<file path="src/rtl/pmc_pkg.sv">
package pmc_pkg;
    localparam logic [7:0] ADDR_CTL      = 8'h00;
    localparam logic [7:0] ADDR_CEN      = 8'h01;
    localparam logic [7:0] ADDR_IEN      = 8'h02;
    localparam logic [7:0] ADDR_OVF      = 8'h03;
    localparam logic [7:0] ADDR_SWINC    = 8'h04;
    localparam logic [7:0] ADDR_AVAIL    = 8'h05;
    localparam logic [7:0] ADDR_CYC      = 8'h06;
    localparam logic [7:0] ADDR_CYC_LO   = 8'h07;
    localparam logic [7:0] ADDR_CNT_BASE = 8'h10;
    localparam logic [7:0] ADDR_TYP_BASE = 8'h30;

    localparam int CTL_EN      = 0;
    localparam int CTL_CYC_CLR = 1;
    localparam int CTL_GEN_CLR = 2;
    localparam int CTL_DIV     = 3;
    localparam int CTL_CLONG   = 4;

    localparam int TYP_LONG    = 8;
    localparam int CYC_BIT     = 31;
    localparam int DIV_SHIFT   = 6;
    localparam int MAX_CNT     = 31;

    localparam logic [7:0] EVT_SWINC = 8'h00;
    localparam logic [7:0] EVT_CYCLE = 8'h11;

    function automatic logic [31:0] valid_mask(input int num_cnt);
        logic [31:0] m;
        m = '0;
        for (int k = 0; k < num_cnt; k++) m[k] = 1'b1;
        m[CYC_BIT] = 1'b1;
        return m;
    endfunction

    function automatic logic [31:0] avail_map(input int num_evt);
        logic [31:0] m;
        m = '0;
        m[EVT_SWINC[4:0]] = 1'b1;
        for (int k = 1; k <= num_evt; k++) m[k] = 1'b1;
        m[EVT_CYCLE[4:0]] = 1'b1;
        return m;
    endfunction
endpackage

</file>
<file path="src/rtl/pmc_event_select.sv">
module pmc_event_select #(
    parameter int NUM_EVT = 8,
    parameter int EVT_W   = 4
) (
    input  logic [7:0]               evt_id,
    input  logic [NUM_EVT*EVT_W-1:0] evt_bus,
    input  logic                     sw_hit,
    output logic [EVT_W-1:0]         delta
);
    import pmc_pkg::*;

    always_comb begin
        delta = '0;
        if (evt_id == EVT_SWINC) begin
            delta = EVT_W'(sw_hit);
        end else if (evt_id == EVT_CYCLE) begin
            delta = EVT_W'(1);
        end else begin
            for (int k = 0; k < NUM_EVT; k++) begin
                if (evt_id == 8'(k + 1)) delta = evt_bus[k*EVT_W +: EVT_W];
            end
        end
    end
endmodule

</file>
<file path="src/rtl/pmc_counter_slice.sv">
module pmc_counter_slice #(
    parameter int DELTA_W = 4
) (
    input  logic               clk,
    input  logic               rst_n,
    input  logic               en_i,
    input  logic [DELTA_W-1:0] delta_i,
    input  logic               long_i,
    input  logic               load_i,
    input  logic [63:0]        load_val_i,
    input  logic               clr_i,
    output logic [63:0]        value_o,
    output logic               ovf_o
);
    logic [63:0] value_q;
    logic        over_long;
    logic        over_short;

    // headroom comparison: increment larger than distance to wrap
    assign over_long  = 64'(delta_i) > ~value_q;
    assign over_short = 32'(delta_i) > ~value_q[31:0];
    assign ovf_o      = en_i && !load_i && !clr_i && (long_i ? over_long : over_short);
    assign value_o    = value_q;

    always_ff @(posedge clk or negedge rst_n) begin
        if (!rst_n) begin
            value_q <= '0;
        end else if (load_i) begin
            value_q <= load_val_i;
        end else if (clr_i) begin
            value_q <= '0;
        end else if (en_i) begin
            value_q <= value_q + 64'(delta_i);
        end
    end
endmodule

</file>
<file path="src/rtl/pmc_cycle_prescale.sv">
module pmc_cycle_prescale #(
    parameter int SHIFT = 6
) (
    input  logic clk,
    input  logic rst_n,
    input  logic tick_en,
    input  logic div_i,
    input  logic clr_rem_i,
    output logic step_o
);
    logic [SHIFT-1:0] rem_q;

    assign step_o = tick_en && (!div_i || (&rem_q));

    always_ff @(posedge clk or negedge rst_n) begin
        if (!rst_n) begin
            rem_q <= '0;
        end else if (clr_rem_i) begin
            rem_q <= '0;
        end else if (tick_en && div_i) begin
            rem_q <= rem_q + SHIFT'(1);
        end
    end
endmodule

</file>
<file path="src/rtl/pmc_bank.sv">
module pmc_bank #(
    parameter int NUM_CNT = 4,
    parameter int NUM_EVT = 8,
    parameter int EVT_W   = 4
) (
    input  logic                     clk,
    input  logic                     rst_n,
    input  logic                     reg_we,
    input  logic [7:0]               reg_addr,
    input  logic [63:0]              reg_wdata,
    output logic [63:0]              reg_rdata,
    input  logic [NUM_EVT*EVT_W-1:0] evt_bus,
    output logic                     irq_o
);
    import pmc_pkg::*;

    localparam logic [31:0] MASK_OK  = valid_mask(NUM_CNT);
    localparam logic [31:0] AVAIL    = avail_map(NUM_EVT);

    logic        gen_en_q, div_q, cyc_long_q;
    logic [31:0] cen_q, ien_q, ovf_q, ovf_set;
    logic [7:0]  typ_id_q [NUM_CNT];
    logic [NUM_CNT-1:0] typ_long_q;

    logic [63:0] cnt_val [NUM_CNT];
    logic [NUM_CNT-1:0] gen_ovf;
    logic [63:0] cyc_val;
    logic        cyc_ovf, cyc_step;

    logic wr_ctl, wr_cen, wr_ien, wr_ovf, wr_swinc, wr_cyc;
    logic [NUM_CNT-1:0] wr_cnt, wr_typ;

    assign wr_ctl   = reg_we && (reg_addr == ADDR_CTL);
    assign wr_cen   = reg_we && (reg_addr == ADDR_CEN);
    assign wr_ien   = reg_we && (reg_addr == ADDR_IEN);
    assign wr_ovf   = reg_we && (reg_addr == ADDR_OVF);
    assign wr_swinc = reg_we && (reg_addr == ADDR_SWINC);
    assign wr_cyc   = reg_we && (reg_addr == ADDR_CYC);

    // general counters
    for (genvar i = 0; i < NUM_CNT; i++) begin : g_cnt
        logic [EVT_W-1:0] delta;
        logic             clr;

        assign wr_cnt[i] = reg_we && (reg_addr == ADDR_CNT_BASE + 8'(i));
        assign wr_typ[i] = reg_we && (reg_addr == ADDR_TYP_BASE + 8'(i));
        assign clr = (wr_ctl && reg_wdata[CTL_GEN_CLR])
                  || (wr_typ[i] && (reg_wdata[7:0] != typ_id_q[i]));

        pmc_event_select #(.NUM_EVT(NUM_EVT), .EVT_W(EVT_W)) sel_i (
            .evt_id  (typ_id_q[i]),
            .evt_bus (evt_bus),
            .sw_hit  (wr_swinc && reg_wdata[i]),
            .delta   (delta)
        );

        pmc_counter_slice #(.DELTA_W(EVT_W)) slice_i (
            .clk        (clk),
            .rst_n      (rst_n),
            .en_i       (gen_en_q && cen_q[i]),
            .delta_i    (delta),
            .long_i     (typ_long_q[i]),
            .load_i     (wr_cnt[i]),
            .load_val_i (reg_wdata),
            .clr_i      (clr),
            .value_o    (cnt_val[i]),
            .ovf_o      (gen_ovf[i])
        );
    end

    // cycle counter
    pmc_cycle_prescale #(.SHIFT(DIV_SHIFT)) pre_i (
        .clk       (clk),
        .rst_n     (rst_n),
        .tick_en   (gen_en_q && cen_q[CYC_BIT]),
        .div_i     (div_q),
        .clr_rem_i (wr_ctl && (reg_wdata[CTL_DIV] != div_q)),
        .step_o    (cyc_step)
    );

    pmc_counter_slice #(.DELTA_W(1)) cyc_i (
        .clk        (clk),
        .rst_n      (rst_n),
        .en_i       (cyc_step),
        .delta_i    (1'b1),
        .long_i     (cyc_long_q),
        .load_i     (wr_cyc),
        .load_val_i (reg_wdata),
        .clr_i      (wr_ctl && reg_wdata[CTL_CYC_CLR]),
        .value_o    (cyc_val),
        .ovf_o      (cyc_ovf)
    );

    always_comb begin
        ovf_set = '0;
        for (int i = 0; i < NUM_CNT; i++) ovf_set[i] = gen_ovf[i];
        ovf_set[CYC_BIT] = cyc_ovf;
    end

    // configuration and status registers
    always_ff @(posedge clk or negedge rst_n) begin
        if (!rst_n) begin
            gen_en_q   <= 1'b0;
            div_q      <= 1'b0;
            cyc_long_q <= 1'b0;
            cen_q      <= '0;
            ien_q      <= '0;
            ovf_q      <= '0;
            typ_long_q <= '0;
            for (int i = 0; i < NUM_CNT; i++) typ_id_q[i] <= '0;
        end else begin
            if (wr_ctl) begin
                gen_en_q   <= reg_wdata[CTL_EN];
                div_q      <= reg_wdata[CTL_DIV];
                cyc_long_q <= reg_wdata[CTL_CLONG];
            end
            if (wr_cen) cen_q <= reg_wdata[31:0] & MASK_OK;
            if (wr_ien) ien_q <= reg_wdata[31:0] & MASK_OK;
            ovf_q <= (ovf_q & ~(wr_ovf ? reg_wdata[31:0] : 32'h0)) | ovf_set;
            for (int i = 0; i < NUM_CNT; i++) begin
                if (wr_typ[i]) begin
                    typ_id_q[i]   <= reg_wdata[7:0];
                    typ_long_q[i] <= reg_wdata[TYP_LONG];
                end
            end
        end
    end

    assign irq_o = |(ovf_q & ien_q);

    // read mux
    always_comb begin
        reg_rdata = '0;
        unique case (reg_addr)
            ADDR_CTL:    reg_rdata = 64'({cyc_long_q, div_q, 2'b00, gen_en_q});
            ADDR_CEN:    reg_rdata = 64'(cen_q);
            ADDR_IEN:    reg_rdata = 64'(ien_q);
            ADDR_OVF:    reg_rdata = 64'(ovf_q);
            ADDR_AVAIL:  reg_rdata = 64'(AVAIL);
            ADDR_CYC:    reg_rdata = cyc_val;
            ADDR_CYC_LO: reg_rdata = 64'(cyc_val[31:0]);
            default: begin
                for (int i = 0; i < NUM_CNT; i++) begin
                    if (reg_addr == ADDR_CNT_BASE + 8'(i))
                        reg_rdata = 64'(cnt_val[i][31:0]);
                    if (reg_addr == ADDR_TYP_BASE + 8'(i))
                        reg_rdata = 64'({typ_long_q[i], typ_id_q[i]});
                end
            end
        endcase
    end
endmodule

</file>
<file path="config.mk">
export PLATFORM = sky130hd
export DESIGN_NAME = pmc_bank
export DESIGN_NICKNAME = d
export VERILOG_FILES = /design/src/rtl/pmc_pkg.sv /design/src/rtl/pmc_event_select.sv /design/src/rtl/pmc_counter_slice.sv /design/src/rtl/pmc_cycle_prescale.sv /design/src/rtl/pmc_bank.sv
export SDC_FILE = /design/constraint.sdc
export NUM_CORES = 2
export LEC_CHECK = 0
export ABC_AREA = 1
export BUFFER_PORTS_ARGS = -buffer_cell sky130_fd_sc_hd__buf_2
export CAP_MARGIN = 10
export CELL_PAD_IN_SITES_DETAIL_PLACEMENT = 1
export CELL_PAD_IN_SITES_GLOBAL_PLACEMENT = 1
export CORE_ASPECT_RATIO = 0.8
export CORE_MARGIN = 2
export CORE_UTILIZATION = 25
export CTS_CLUSTER_DIAMETER = 50
export DETAILED_ROUTE_END_ITERATION = 10
export PLACE_DENSITY = 0.57
export SYNTH_ARGS = -nofsm -noshare
export SYNTH_HDL_FRONTEND = slang
export SYNTH_SLANG_ARGS = --single-unit
</file>
<file path="constraint.sdc">
create_clock -name clk -period 3.7 [get_ports clk]
set_clock_uncertainty 0.15 [all_clocks]
set_input_delay 0.37 -clock clk [delete_from_list [all_inputs] [get_ports clk]]
set_output_delay 0.37 -clock clk [all_outputs]
set_load 0.03 [all_outputs]
</file>
==> impl_metrics.yaml <==
status:
  status: "completed"
synthesis:
  yosys.area.top_type: "dfrtp_1"
  yosys.area_share.xor_xnor: 0.02510
  synth-simple-area-share: 0.4071
  synth.top_cell.area_share: 0.2890
  synth_compound_area_frac: 0.1497
  ys_seq_area_frac: 0.2890
  synth.top_cells.by_area: "dfrtp_1, nand2_1, nor2_1, inv_1, o21ai_0"
  syn_nets: 6031
  synth.most_common_cell: "nand2_1"
  postSynthCellCount: 5897
  synthAdderAreaFrac: 0.01044
  synth_mux_area_frac: 0
  synth_cell_types: 52
  synth_seq_cells: 407
  ys_warn_count: 0
  ys.flop_type: "dfrtp_1"
  syn_area_um2: 35240
  synth_edf_count: 0
  syn_area_per_cell_um2: 5.976
  synthTopCellsByCount: "nand2_1, nor2_1, inv_1"
  synth_top_family_by_area: "simple AND/OR/NAND/NOR gates"
  async_reset_ff_frac: 1.000
layout:
  syn_to_final_growth_pct: 28.68
  drive_above_1_share: 0.1687
  fillers: 18080
  fin_util: 0.3235
  nets: 6577
drt:
  num_vias: 44700
  wl_per_cell_um: 26.56
  drcViolationCount: 0
  drtPass1Iterations: 5
  ant_nets: 0
  viasPerCell: 5.316
  drt_iter0_drc: 4637
  drt_wl_total_um: 223300
worst_setup_path:
  cp_cell_sequence: "buf_2 > buf_4 > nor2_4 > nand2_4 > nor2_1 > buf_4 > a21oi_1 > o21ai_0 > o21ai_0 > o2111ai_1 > buf_4 > buf_2"
  cpMaxStageDelayCell: "o21ai_0"
  worstPathRequired_ns: 3.18
  crit_type: "input pin to output port"
  reg2reg_depth: 25
  crit_family: "buffers and inverters"
  critPathBufInv: 5
  arrival_ns: 3.08
  worst-path-stages: 12
  cp-start-kind: "input pin"
  cp_max_fo: 9
  crit_path_end_kind: "output port"
  crit_path_max_incr_delay_ns: 0.41
  crit_path_frequent_cell: "buf_4"
clock_network:
  clock_latency_ns: 0.72
  clkSlewWorstSetupHoldPaths_ns: 0.05
  clockRootBuffer: "clkbuf_16"
  htree_levels: 3
  numClockSinks: 407
  numCtsBuffers: 82
  cts_tree: "built"
  clock_path_buffers: 3
hold_path:
  hp-class: "input pin to flop"
  hold-path-cell-count: 4
place:
  post-dp-hpwl_um: 175400
  gp_congestion: 1.017
  place_ws_ns: -0.2187
  port_buffers: 171
floorplan:
  die_y_um: 339.8
  die_w_um: 423.8
  io_pins: 172
  fp-row-count: 123
  core_area_um2: 140200
  start_util: 0.2514
  dieArea_um2: 144000
power_and_ir_drop:
  ir_drop_uv: 297.7
  power_density_nw_per_um2: 381.1
  p_total_mw: 17.28
  p_leak_nw: 22.10
global_routing:
  busiest_layer: "met2"
  grt_max_degree: 91
  grt_use_met1: 0.4332
  grt_pass1_vias: 43470
  use_met2: 0.4482
  antenna_found_initial: 42
  grt-ovfl-total: 0
  grt_pass1_wl_um: 316600
  grt_usage: 0.3020
  grt.met3_usage: 0.04996
sta:
  min_period_over_period: 0.9741
  setup_ws_ns: 0.09571
  tightest_slew_ns: 1.296
  period_needed_ns: 3.604
  rsz0062_at_grt: "true"
  max_freq_mhz: 277.4
  finalMaxSlewViolations: 0
  slew_headroom: 0.1357
  setup_viol: 0
  finalHoldViolCount: 0
run:
  cap_violations: 0
final timing paths:
kind / start / end / slack [ns]
min in group asynchronous: rst_n / typ_id_q[1] / 0.12
max in group asynchronous: rst_n / g_cnt[2].slice_i.value_o[28] / 2.25
setup reg to reg: typ_id_q[13] / g_cnt[2].slice_i.value_o[38] / 0.1
hold reg to reg: ovf_q[6] / ovf_q[6] / 0.35
hold / removal: reg_wdata[0] / typ_id_q[24] / 0.06
setup / recovery: reg_addr[3] / reg_rdata[14] / 0.1
what timing repair did:
| action | 4_1_cts | 5_1_grt |
|---|---|---|
| hold buffers | 29 | 0 |
| gates resized for setup | 33 | 249 |
| setup buffers | 3 | 28 |
| setup endpoints to repair | 106 | 234 |
| cloned | 0 | 0 |
| endpoints found under the hold margin | 112 | 0 |
| pin swaps | 4 | 77 |
state kept, by name, summed over array words and instances, names as in the netlist:
register	flops
g_cnt.slice_i.value_o	256
gen_en_q	1
pre_i.rem_q	6
cyc_i.value_o	64
typ_long_q	4
ien_q	5
ovf_q	32
typ_id_q	32
cen_q	5
div_q	1
cyc_long_q	1
through the flow:
stage | setup TNS, ns | hold slack, ns | instances | instance area [µm²]
4_1_cts | 0 | 0.01835 | 8358 | 44280
2_1_floorplan | 0 | -0.07559 | 5897 | 35240
3_3_place_gp | -0.9650 | 0.3259 | 8177 | 40910
3_5_place_dp | -4.830 | 0.3268 | 8177 | 40910
5_1_grt | -0.7678 | 0.05917 | 8387 | 45300
6_report | 0 | 0.05956 | 8408 | 45350
cell families (layout without fill, tap and decap cells):
family | count (synthesis) | in the layout
simple gates | 3388 | 3388
buf+inv | 1046 | 1657
compound gates | 928 | 928
flops | 407 | 407
xor+xnor | 101 | 101
fa+ha+maj | 27 | 27
other cells | 0 | 25
report_power, final:
group          switching, mW  total (mW)  internal [mW]
logic                   1.95        2.98           1.03
registers               1.01        5.95           4.94
clock network           3.08        8.35           5.28
area by class of cell:
cell class | count | area [µm²] | area share
flip-flops and latches | 407 | 10180 | 0.2246
repair buffers | 641 | 4765 | 0.1051
clock buffers | 96 | 2248 | 0.04958
inverters | 867 | 3258 | 0.07185
diodes | 25 | 62.56 | 0.001380
multi-input cells | 4444 | 21790 | 0.4806
well taps | 1875 | 2346 | 0.05173
clock inverters | 53 | 690.7 | 0.01523
metal layers:
metal  wire length [µm]  part of all wire  vias up
li1                   -                 -    20150
met1             101100              0.45    22290
met2              94630              0.42     1884
met3              18220             0.082      363
met4               9253             0.041       10
met5                 60           0.00027        -
worst min-delay path, stage by stage:
cell and delay, ns:
buf_2 0.13, buf_4 0.21, nand2_1 0.08, o21ai_0 0.06
cells in the final DEF (no fill, tap or decap), types with 19 or more instances in the layout:
cell	instances
o21ai_0	408
nand2_1	1437
o21bai_1	38
buf_12	19
nand2_2	61
o211ai_1	34
a21oi_2	48
a31oi_1	30
nor2_1	1013
dlygate4sd3_1	29
nand4_1	252
inv_1	831
nor2_4	28
xor2_1	64
clkbuf_16	85
dfrtp_1	407
buf_2	170
a21oi_1	223
inv_2	32
buf_4	406
diode_2	25
o21ai_1	23
xnor2_1	37
o22ai_1	57
nor3_1	59
nor2_2	64
nand3_1	359
(Power assumes the default switching activity.)
